$ cat src/rtl/fpm_pkg.sv
// Package: shared defaults and the result classification used by the
// floating-point multiplier stages. Assumes the word layout
// {exponent, sign, fraction} with the exponent in the top bits.
package fpm_pkg;

    localparam int DEF_EXP_W = 6;
    localparam int DEF_MAN_W = 16;
    localparam int DEF_BIAS  = 31;
    localparam int PIPE_LAT  = 3;

    // How the final stage forms the output word.
    typedef enum logic [1:0] {
        RC_NORMAL = 2'd0,
        RC_ZERO   = 2'd1,
        RC_UFLOW  = 2'd2,
        RC_OFLOW  = 2'd3
    } res_class_t;

endpackage

$ cat src/rtl/fpm_unpack.sv
// Stage 1: splits both operands, detects zero operands, forms the result
// sign and the biased exponent sum with the bias removed once.
// Assumes BIAS < 2**EXP_W so the signed sum fits in EXP_W+2 bits.
module fpm_unpack #(
    parameter int EXP_W = 6,
    parameter int MAN_W = 16,
    parameter int BIAS  = 31,
    localparam int WORD_W = EXP_W + 1 + MAN_W,
    localparam int SIG_W  = MAN_W + 1,
    localparam int ESUM_W = EXP_W + 2
) (
    input  logic                     clk,
    input  logic                     rst_n,
    input  logic                     in_vld,
    input  logic [WORD_W-1:0]        op_a,
    input  logic [WORD_W-1:0]        op_b,
    output logic                     s1_vld,
    output logic                     s1_zero,
    output logic                     s1_sgn,
    output logic signed [ESUM_W-1:0] s1_esum,
    output logic [SIG_W-1:0]         s1_siga,
    output logic [SIG_W-1:0]         s1_sigb
);

    logic [WORD_W-1:0] ops [2];
    logic [EXP_W-1:0]  exps [2];
    logic [SIG_W-1:0]  sigs [2];
    logic [1:0]        is_zero;
    logic [1:0]        sgns;

    assign ops[0] = op_a;
    assign ops[1] = op_b;

    // Field extraction is identical for each operand.
    for (genvar g = 0; g < 2; g++) begin : g_opnd
        assign exps[g]    = ops[g][WORD_W-1 -: EXP_W];
        assign sgns[g]    = ops[g][MAN_W];
        assign sigs[g]    = {1'b1, ops[g][MAN_W-1:0]};
        assign is_zero[g] = (ops[g][WORD_W-1 -: EXP_W] == '0) && (ops[g][MAN_W-1:0] == '0);
    end

    logic signed [ESUM_W-1:0] esum_c;

    // Exponent sum with the bias taken off once.
    always_comb begin
        esum_c = $signed(ESUM_W'(exps[0])) + $signed(ESUM_W'(exps[1])) - $signed(ESUM_W'(BIAS));
    end

    // Register the unpacked operand pair.
    always_ff @(posedge clk) begin
        if (!rst_n) begin
            s1_vld  <= 1'b0;
            s1_zero <= 1'b0;
            s1_sgn  <= 1'b0;
            s1_esum <= '0;
            s1_siga <= '0;
            s1_sigb <= '0;
        end else begin
            s1_vld  <= in_vld;
            s1_zero <= |is_zero;
            s1_sgn  <= ^sgns;
            s1_esum <= esum_c;
            s1_siga <= sigs[0];
            s1_sigb <= sigs[1];
        end
    end

endmodule

$ cat src/rtl/fpm_sigmul.sv
// Stage 2: multiplies the two significands (each with its hidden one) and
// carries the side information forward. Assumes one multiplier primitive
// can absorb a SIG_W x SIG_W product in one cycle.
module fpm_sigmul #(
    parameter int EXP_W = 6,
    parameter int MAN_W = 16,
    localparam int SIG_W  = MAN_W + 1,
    localparam int PROD_W = 2 * SIG_W,
    localparam int ESUM_W = EXP_W + 2
) (
    input  logic                     clk,
    input  logic                     rst_n,
    input  logic                     s1_vld,
    input  logic                     s1_zero,
    input  logic                     s1_sgn,
    input  logic signed [ESUM_W-1:0] s1_esum,
    input  logic [SIG_W-1:0]         s1_siga,
    input  logic [SIG_W-1:0]         s1_sigb,
    output logic                     s2_vld,
    output logic                     s2_zero,
    output logic                     s2_sgn,
    output logic signed [ESUM_W-1:0] s2_esum,
    output logic [PROD_W-1:0]        s2_prod
);

    logic [PROD_W-1:0] prod_c;

    // Full-width unsigned significand product.
    always_comb begin
        prod_c = PROD_W'(s1_siga) * PROD_W'(s1_sigb);
    end

    // Register the product and the side fields.
    always_ff @(posedge clk) begin
        if (!rst_n) begin
            s2_vld  <= 1'b0;
            s2_zero <= 1'b0;
            s2_sgn  <= 1'b0;
            s2_esum <= '0;
            s2_prod <= '0;
        end else begin
            s2_vld  <= s1_vld;
            s2_zero <= s1_zero;
            s2_sgn  <= s1_sgn;
            s2_esum <= s1_esum;
            s2_prod <= prod_c;
        end
    end

endmodule

$ cat src/rtl/fpm_normpack.sv
// Stage 3: normalises the product by at most one place, applies the
// exponent carry, classifies zero / underflow / overflow and packs the
// output word. Assumes the product of two significands lies in [1,4).
module fpm_normpack #(
    parameter int EXP_W = 6,
    parameter int MAN_W = 16,
    localparam int WORD_W = EXP_W + 1 + MAN_W,
    localparam int SIG_W  = MAN_W + 1,
    localparam int PROD_W = 2 * SIG_W,
    localparam int ESUM_W = EXP_W + 2
) (
    input  logic                     clk,
    input  logic                     rst_n,
    input  logic                     s2_vld,
    input  logic                     s2_zero,
    input  logic                     s2_sgn,
    input  logic signed [ESUM_W-1:0] s2_esum,
    input  logic [PROD_W-1:0]        s2_prod,
    output logic                     res_vld,
    output logic [WORD_W-1:0]        res_word
);

    import fpm_pkg::*;

    logic                     norm_up;
    logic signed [ESUM_W-1:0] efin;
    logic [MAN_W-1:0]         frac;
    res_class_t               rclass;
    logic [WORD_W-1:0]        word_c;

    // Pick the fraction window below the leading one and adjust exponent.
    always_comb begin
        norm_up = s2_prod[PROD_W-1];
        efin    = s2_esum + $signed({{(ESUM_W-1){1'b0}}, norm_up});
        frac    = norm_up ? s2_prod[PROD_W-2 -: MAN_W] : s2_prod[PROD_W-3 -: MAN_W];
    end

    // Classify the result; zero operands take precedence.
    always_comb begin
        if (s2_zero)
            rclass = RC_ZERO;
        else if (efin[ESUM_W-1])
            rclass = RC_UFLOW;
        else if (efin[ESUM_W-2:EXP_W] != '0)
            rclass = RC_OFLOW;
        else
            rclass = RC_NORMAL;
    end

    // Form the output word from the class.
    always_comb begin
        unique case (rclass)
            RC_NORMAL: word_c = {efin[EXP_W-1:0], s2_sgn, frac};
            RC_OFLOW:  word_c = {{EXP_W{1'b1}}, s2_sgn, {MAN_W{1'b1}}};
            default:   word_c = '0;
        endcase
    end

    // Output register.
    always_ff @(posedge clk) begin
        if (!rst_n) begin
            res_vld  <= 1'b0;
            res_word <= '0;
        end else begin
            res_vld  <= s2_vld;
            res_word <= word_c;
        end
    end

endmodule

$ cat src/rtl/fpm_mult.sv
// Top: three-stage floating-point multiplier for the
// {exponent, sign, fraction} word with a hidden leading one.
// Accepts one operand pair per clock; result follows three cycles later.
// Assumes no denormal or special codes; truncates, flushes, saturates.
module fpm_mult #(
    parameter int EXP_W = fpm_pkg::DEF_EXP_W,
    parameter int MAN_W = fpm_pkg::DEF_MAN_W,
    parameter int BIAS  = fpm_pkg::DEF_BIAS,
    localparam int WORD_W = EXP_W + 1 + MAN_W,
    localparam int SIG_W  = MAN_W + 1,
    localparam int PROD_W = 2 * SIG_W,
    localparam int ESUM_W = EXP_W + 2
) (
    input  logic              clk,
    input  logic              rst_n,
    input  logic              in_vld,
    input  logic [WORD_W-1:0] op_a,
    input  logic [WORD_W-1:0] op_b,
    output logic              res_vld,
    output logic [WORD_W-1:0] res_word
);

    logic                     s1_vld, s1_zero, s1_sgn;
    logic signed [ESUM_W-1:0] s1_esum;
    logic [SIG_W-1:0]         s1_siga, s1_sigb;
    logic                     s2_vld, s2_zero, s2_sgn;
    logic signed [ESUM_W-1:0] s2_esum;
    logic [PROD_W-1:0]        s2_prod;

    fpm_unpack #(.EXP_W(EXP_W), .MAN_W(MAN_W), .BIAS(BIAS)) u_unpack (
        .clk(clk), .rst_n(rst_n), .in_vld(in_vld), .op_a(op_a), .op_b(op_b),
        .s1_vld(s1_vld), .s1_zero(s1_zero), .s1_sgn(s1_sgn), .s1_esum(s1_esum),
        .s1_siga(s1_siga), .s1_sigb(s1_sigb)
    );

    fpm_sigmul #(.EXP_W(EXP_W), .MAN_W(MAN_W)) u_sigmul (
        .clk(clk), .rst_n(rst_n),
        .s1_vld(s1_vld), .s1_zero(s1_zero), .s1_sgn(s1_sgn), .s1_esum(s1_esum),
        .s1_siga(s1_siga), .s1_sigb(s1_sigb),
        .s2_vld(s2_vld), .s2_zero(s2_zero), .s2_sgn(s2_sgn), .s2_esum(s2_esum),
        .s2_prod(s2_prod)
    );

    fpm_normpack #(.EXP_W(EXP_W), .MAN_W(MAN_W)) u_normpack (
        .clk(clk), .rst_n(rst_n),
        .s2_vld(s2_vld), .s2_zero(s2_zero), .s2_sgn(s2_sgn), .s2_esum(s2_esum),
        .s2_prod(s2_prod),
        .res_vld(res_vld), .res_word(res_word)
    );

endmodule

$ cat config.mk
export PLATFORM = sky130hd
export DESIGN_NAME = fpm_mult
export DESIGN_NICKNAME = d
export VERILOG_FILES = /design/src/rtl/fpm_pkg.sv /design/src/rtl/fpm_unpack.sv /design/src/rtl/fpm_sigmul.sv /design/src/rtl/fpm_normpack.sv /design/src/rtl/fpm_mult.sv
export SDC_FILE = /design/constraint.sdc
export NUM_CORES = 1
export LEC_CHECK = 0
export BUFFER_PORTS_ARGS = -buffer_cell sky130_fd_sc_hd__clkbuf_2
export CAP_MARGIN = 10
export CORE_MARGIN = 2
export CORE_UTILIZATION = 48
export DETAILED_ROUTE_END_ITERATION = 7
export GPL_TIMING_DRIVEN = 0
export PLACE_DENSITY = 0.65
export SYNTH_ARGS = -nofsm -noshare
export SYNTH_HDL_FRONTEND = slang
export SYNTH_SLANG_ARGS = --single-unit
$ cat constraint.sdc
create_clock -name clk -period 6.5 [get_ports clk]
set_input_delay 0.65 -clock clk [delete_from_list [all_inputs] [get_ports clk]]
set_output_delay 0.65 -clock clk [all_outputs]
set_load 0.02 [all_outputs]
==> summary.txt <==
STA
  – Setup TNS: 0 ps
  – Fin crit period: between 6000 and 7000 ps
  – Setup ws final: 253.9 ps
  – Final setup fails: 0
  – Hold Slack: 429.8 ps
  – Slew Limit Fails: 0
  – Clk_skew: 5.611 ps
  – RSZ-0062 raised after global routing: no
  – Fin. Hold Viols: 0
  – F_max: around 160 MHz
  – Worst slew pin tran: 653.0 ps
  – Fin crit share: 0.9609
  – Worst slew margin relative to its limit: 0.5647

CTS
  – Depth of the CTS H-tree: 3
  – CTS tree: done
  – CTS clock-pin slew for the worst setup and hold paths: 70 ps
  – Hold Buf Count CTS: 0
  – CTS Sinks: 97
  – Clk buf depth: 2
  – TritonCTS buffer count: 9
  – Worst-Skew Late Latency: roughly 350 ps
  – Root Driver: clkbuf_16

Critical path
  – CP dominant cell by count: fa_1
  – Crit-path slowest cell: dfxtp_1
  – Slowest cell delay on critical path: 590 ps
  – R2r endpoint: u_sigmul.s2_prod[31]$_SDFF_PN0_
  – Critical R2R Launch: u_unpack.s1_sigb[14]$_SDFF_PN0_
  – Worst EP arrival: 6520 ps
  – CP Max Fanout: 10
  – Worst R2R Setup Slack: between 200 and 300 ps
  – Crit Path Class: reg2reg
  – Worst Setup SP: u_unpack.s1_sigb[14]$_SDFF_PN0_
  – CP Capture Type: flop
  – Crit path cell chain: clkbuf_1 -> nand2_1 -> fa_1 -> fa_1 -> inv_1 -> fa_1 -> fa_1 -> fa_1 -> inv_1 -> fa_1 -> inv_1 -> ha_1 -> a21oi_1 -> o21a_1 -> o21a_1 -> a2bb2oi_1 -> nor3b_1 -> mux2i_1
  – WP data required: 6780 ps
  – Family with the most delay on the worst path: adder cells
  – Crit start category: flop
  – Buf/Inv on CP: 4
  – Reg2Reg Depth: 18

Detailed routing
  – Drt pass-1 iters: 5
  – Antenna viol nets, final: 0
  – Final WL: 33330 um
  – # DRC: 0
  – Wire per inst: 17.90 um
  – Via Count: 9849
  – DRT iter0 DRCs: 629
  – Vias per cell: 5.289

Yosys
  – Yosys top cell area share: 0.3463
  – Gate Count Post-Synth: 1442
  – Yosys reg bits: between 90 and 100
  – Count of different cell masters after synthesis: 59
  – Ys async rst share: 0
  – Syn_area_per_cell: 8.940 sq um
  – Syn nets: 1831
  – Post-synthesis sequential area ratio: 0.1506
  – Post-synth top flop: dfxtp_1
  – Synth top area cells: fa_1 35%, dfxtp_1 15%, ha_1 11%, and2_1 8.3%, inv_1 7.7%
  – Number of synthesized flops with an enable pin: 0
  – Synthesized cell area: about 13000 sq um
  – Area leader, netlist: fa_1
  – Yosys warns: 0

Die
  – Core Box Area: 26210 sq um
  – IO Count: 73
  – Total die area: 28180 sq um
  – Initial Util: 0.4919
  – # rows: a little under 60
  – Die X: 167.9 um
  – Die Span Y: 167.9 um

Hold path
  – Hold EP: u_unpack.s1_sigb[16]$_DFF_P_
  – Hold Startpoint: rst_n
  – Worst hold stages: 1
  – Hold WC Path Type: in2reg

Power
  – Max VDD drop: 0.1272 mV
  – PwrDens: 193.7 nW/um^2
  – P_leak: 7.008 nW
  – Overall power: ~2.7 mW

Job
  – Max Cap Viol: 0

GRT
  – Initial antenna violation count: 1
  – First-pass GRT wire length: 54230 um
  – Vias in the first global route: 10430
  – Total GRT Usage: 0.2508
  – Pin count of the biggest net entering global routing: 18
  – Overflow after GRT: 0

Final layout
  – Layout area overhead: 8.366%
  – Most frequent cells in the layout: 266 x inv_1, 223 x fa_1, 213 x nand2_1
  – Share of cells above drive strength 1: 0.09371
  – Nets: 1911
  – Commonest non-fill, non-tap cell in the layout: inv_1

Placed design
  – Placement Setup Slack: -44.29 ps
  – GPL Wtd Cong: 0.9437
  – IO buf count: 72
  – Post-DP HPWL: 27710 um

Status
  – Outcome: complete, no violations
state kept, by name, summed over array words and instances, names as in the netlist, 8 cells and up:
name and flops:
u_normpack.res_word 23, u_sigmul.s2_esum 8, u_sigmul.s2_prod 18, u_unpack.s1_esum 8, u_unpack.s1_siga 16, u_unpack.s1_sigb 17
area by class of cell:
| class | count | area (sq um) |
|---|---|---|
| clock inverter | 6 | 53.80 |
| buffer | 55 | 239.0 |
| tap | 335 | 419.2 |
| clock buffer | 9 | 225.2 |
| inverter | 266 | 998.5 |
| timing repair buffer | 72 | 360.3 |
| fill | 2500 | 12240 |
| antenna | 1 | 2.502 |
| sequential | 97 | 1942 |
| multi-input combinational | 1021 | 9729 |
logic make-up after synthesis:
kind of cell	Yosys count	synth area share
flip-flops	97	0.1506
multiplexers	28	0.02329
XOR/XNOR	21	0.01427
AO/OA/AOI/OAI	126	0.06348
AND/OR/NAND/NOR	506	0.1938
adder cells (fa/ha/maj)	340	0.4599
buffers and inverters	324	0.09463
synth_stat cells, types with 3 or more instances:
| cell type | instances |
|---|---|
| inv_1 | 266 |
| fa_1 | 223 |
| nand2_1 | 213 |
| and2_1 | 171 |
| ha_1 | 117 |
| dfxtp_1 | 97 |
| a21oi_1 | 58 |
| nor2_1 | 56 |
| clkbuf_1 | 54 |
| o21ai_0 | 23 |
| mux2_2 | 16 |
| xnor2_1 | 14 |
| mux2i_1 | 12 |
| nand2b_1 | 12 |
| nor4_1 | 12 |
| nand3_1 | 10 |
| xor2_1 | 7 |
| and3_1 | 6 |
| nand4_1 | 6 |
| nor3_1 | 6 |
| a21o_1 | 5 |
| a211oi_1 | 4 |
| o21a_1 | 4 |
| or4_1 | 4 |
| a21oi_2 | 3 |
| o211ai_1 | 3 |
worst register-to-register path: cells and delay by family (launching register included):
kind	cells	cell delay, ps
muxes	1	230
adders and majority gates	7	3410
DFF	1	590
buffers and inverters	4	690
and+or+nand+nor	2	500
AOI/OAI and AO/OA	4	760
routing by layer:
metal	wire, um	share of wire	GRT usage	vias up
li1	-	-	-	4582
met5	0	0	0	-
met1	13840	0.42	0.3235	4870
met2	15750	0.47	0.4165	326
met3	2332	0.070	0.04984	71
met4	1406	0.042	0.1006	0
how the worst max path moves through the flow:
| stage | end | slack, ps | cells past startpoint |
|---|---|---|---|
| floorplan | u_sigmul.s2_prod[29]$_SDFF_PN0_ | 1070 | 19 |
| global placement | u_sigmul.s2_prod[30]$_SDFF_PN0_ | -80 | 19 |
| detailed placement | u_sigmul.s2_prod[30]$_SDFF_PN0_ | -40 | 19 |
| CTS | u_sigmul.s2_prod[30]$_SDFF_PN0_ | 9 | 19 |
| global route | u_sigmul.s2_prod[29]$_SDFF_PN0_ | 20 | 18 |
| finish | u_sigmul.s2_prod[31]$_SDFF_PN0_ | 250 | 18 |
stage by stage:
stage / utilization / cells / cell area, sq um
after global routing: 0.5330 / 1861 / 13970
final: 0.5331 / 1862 / 13970
after floorplan: - / 1442 / 12890
after global placement: 0.5217 / 1849 / 13670
after CTS: 0.5323 / 1864 / 13950
after detailed placement: 0.5217 / 1849 / 13670
report_power, final:
part           switching, mW  internal, mW
Sequential            0.0572         0.671
Combinational          0.904         0.577
Clock                  0.236         0.262
timing repair:
action / 4_1_cts / 5_1_grt
gates resized for setup: 1 / 45
endpoints found under the setup margin: 1 / 15
buffers inserted: 0 / 0
Note: power is estimated with default switching activity, not from simulation.
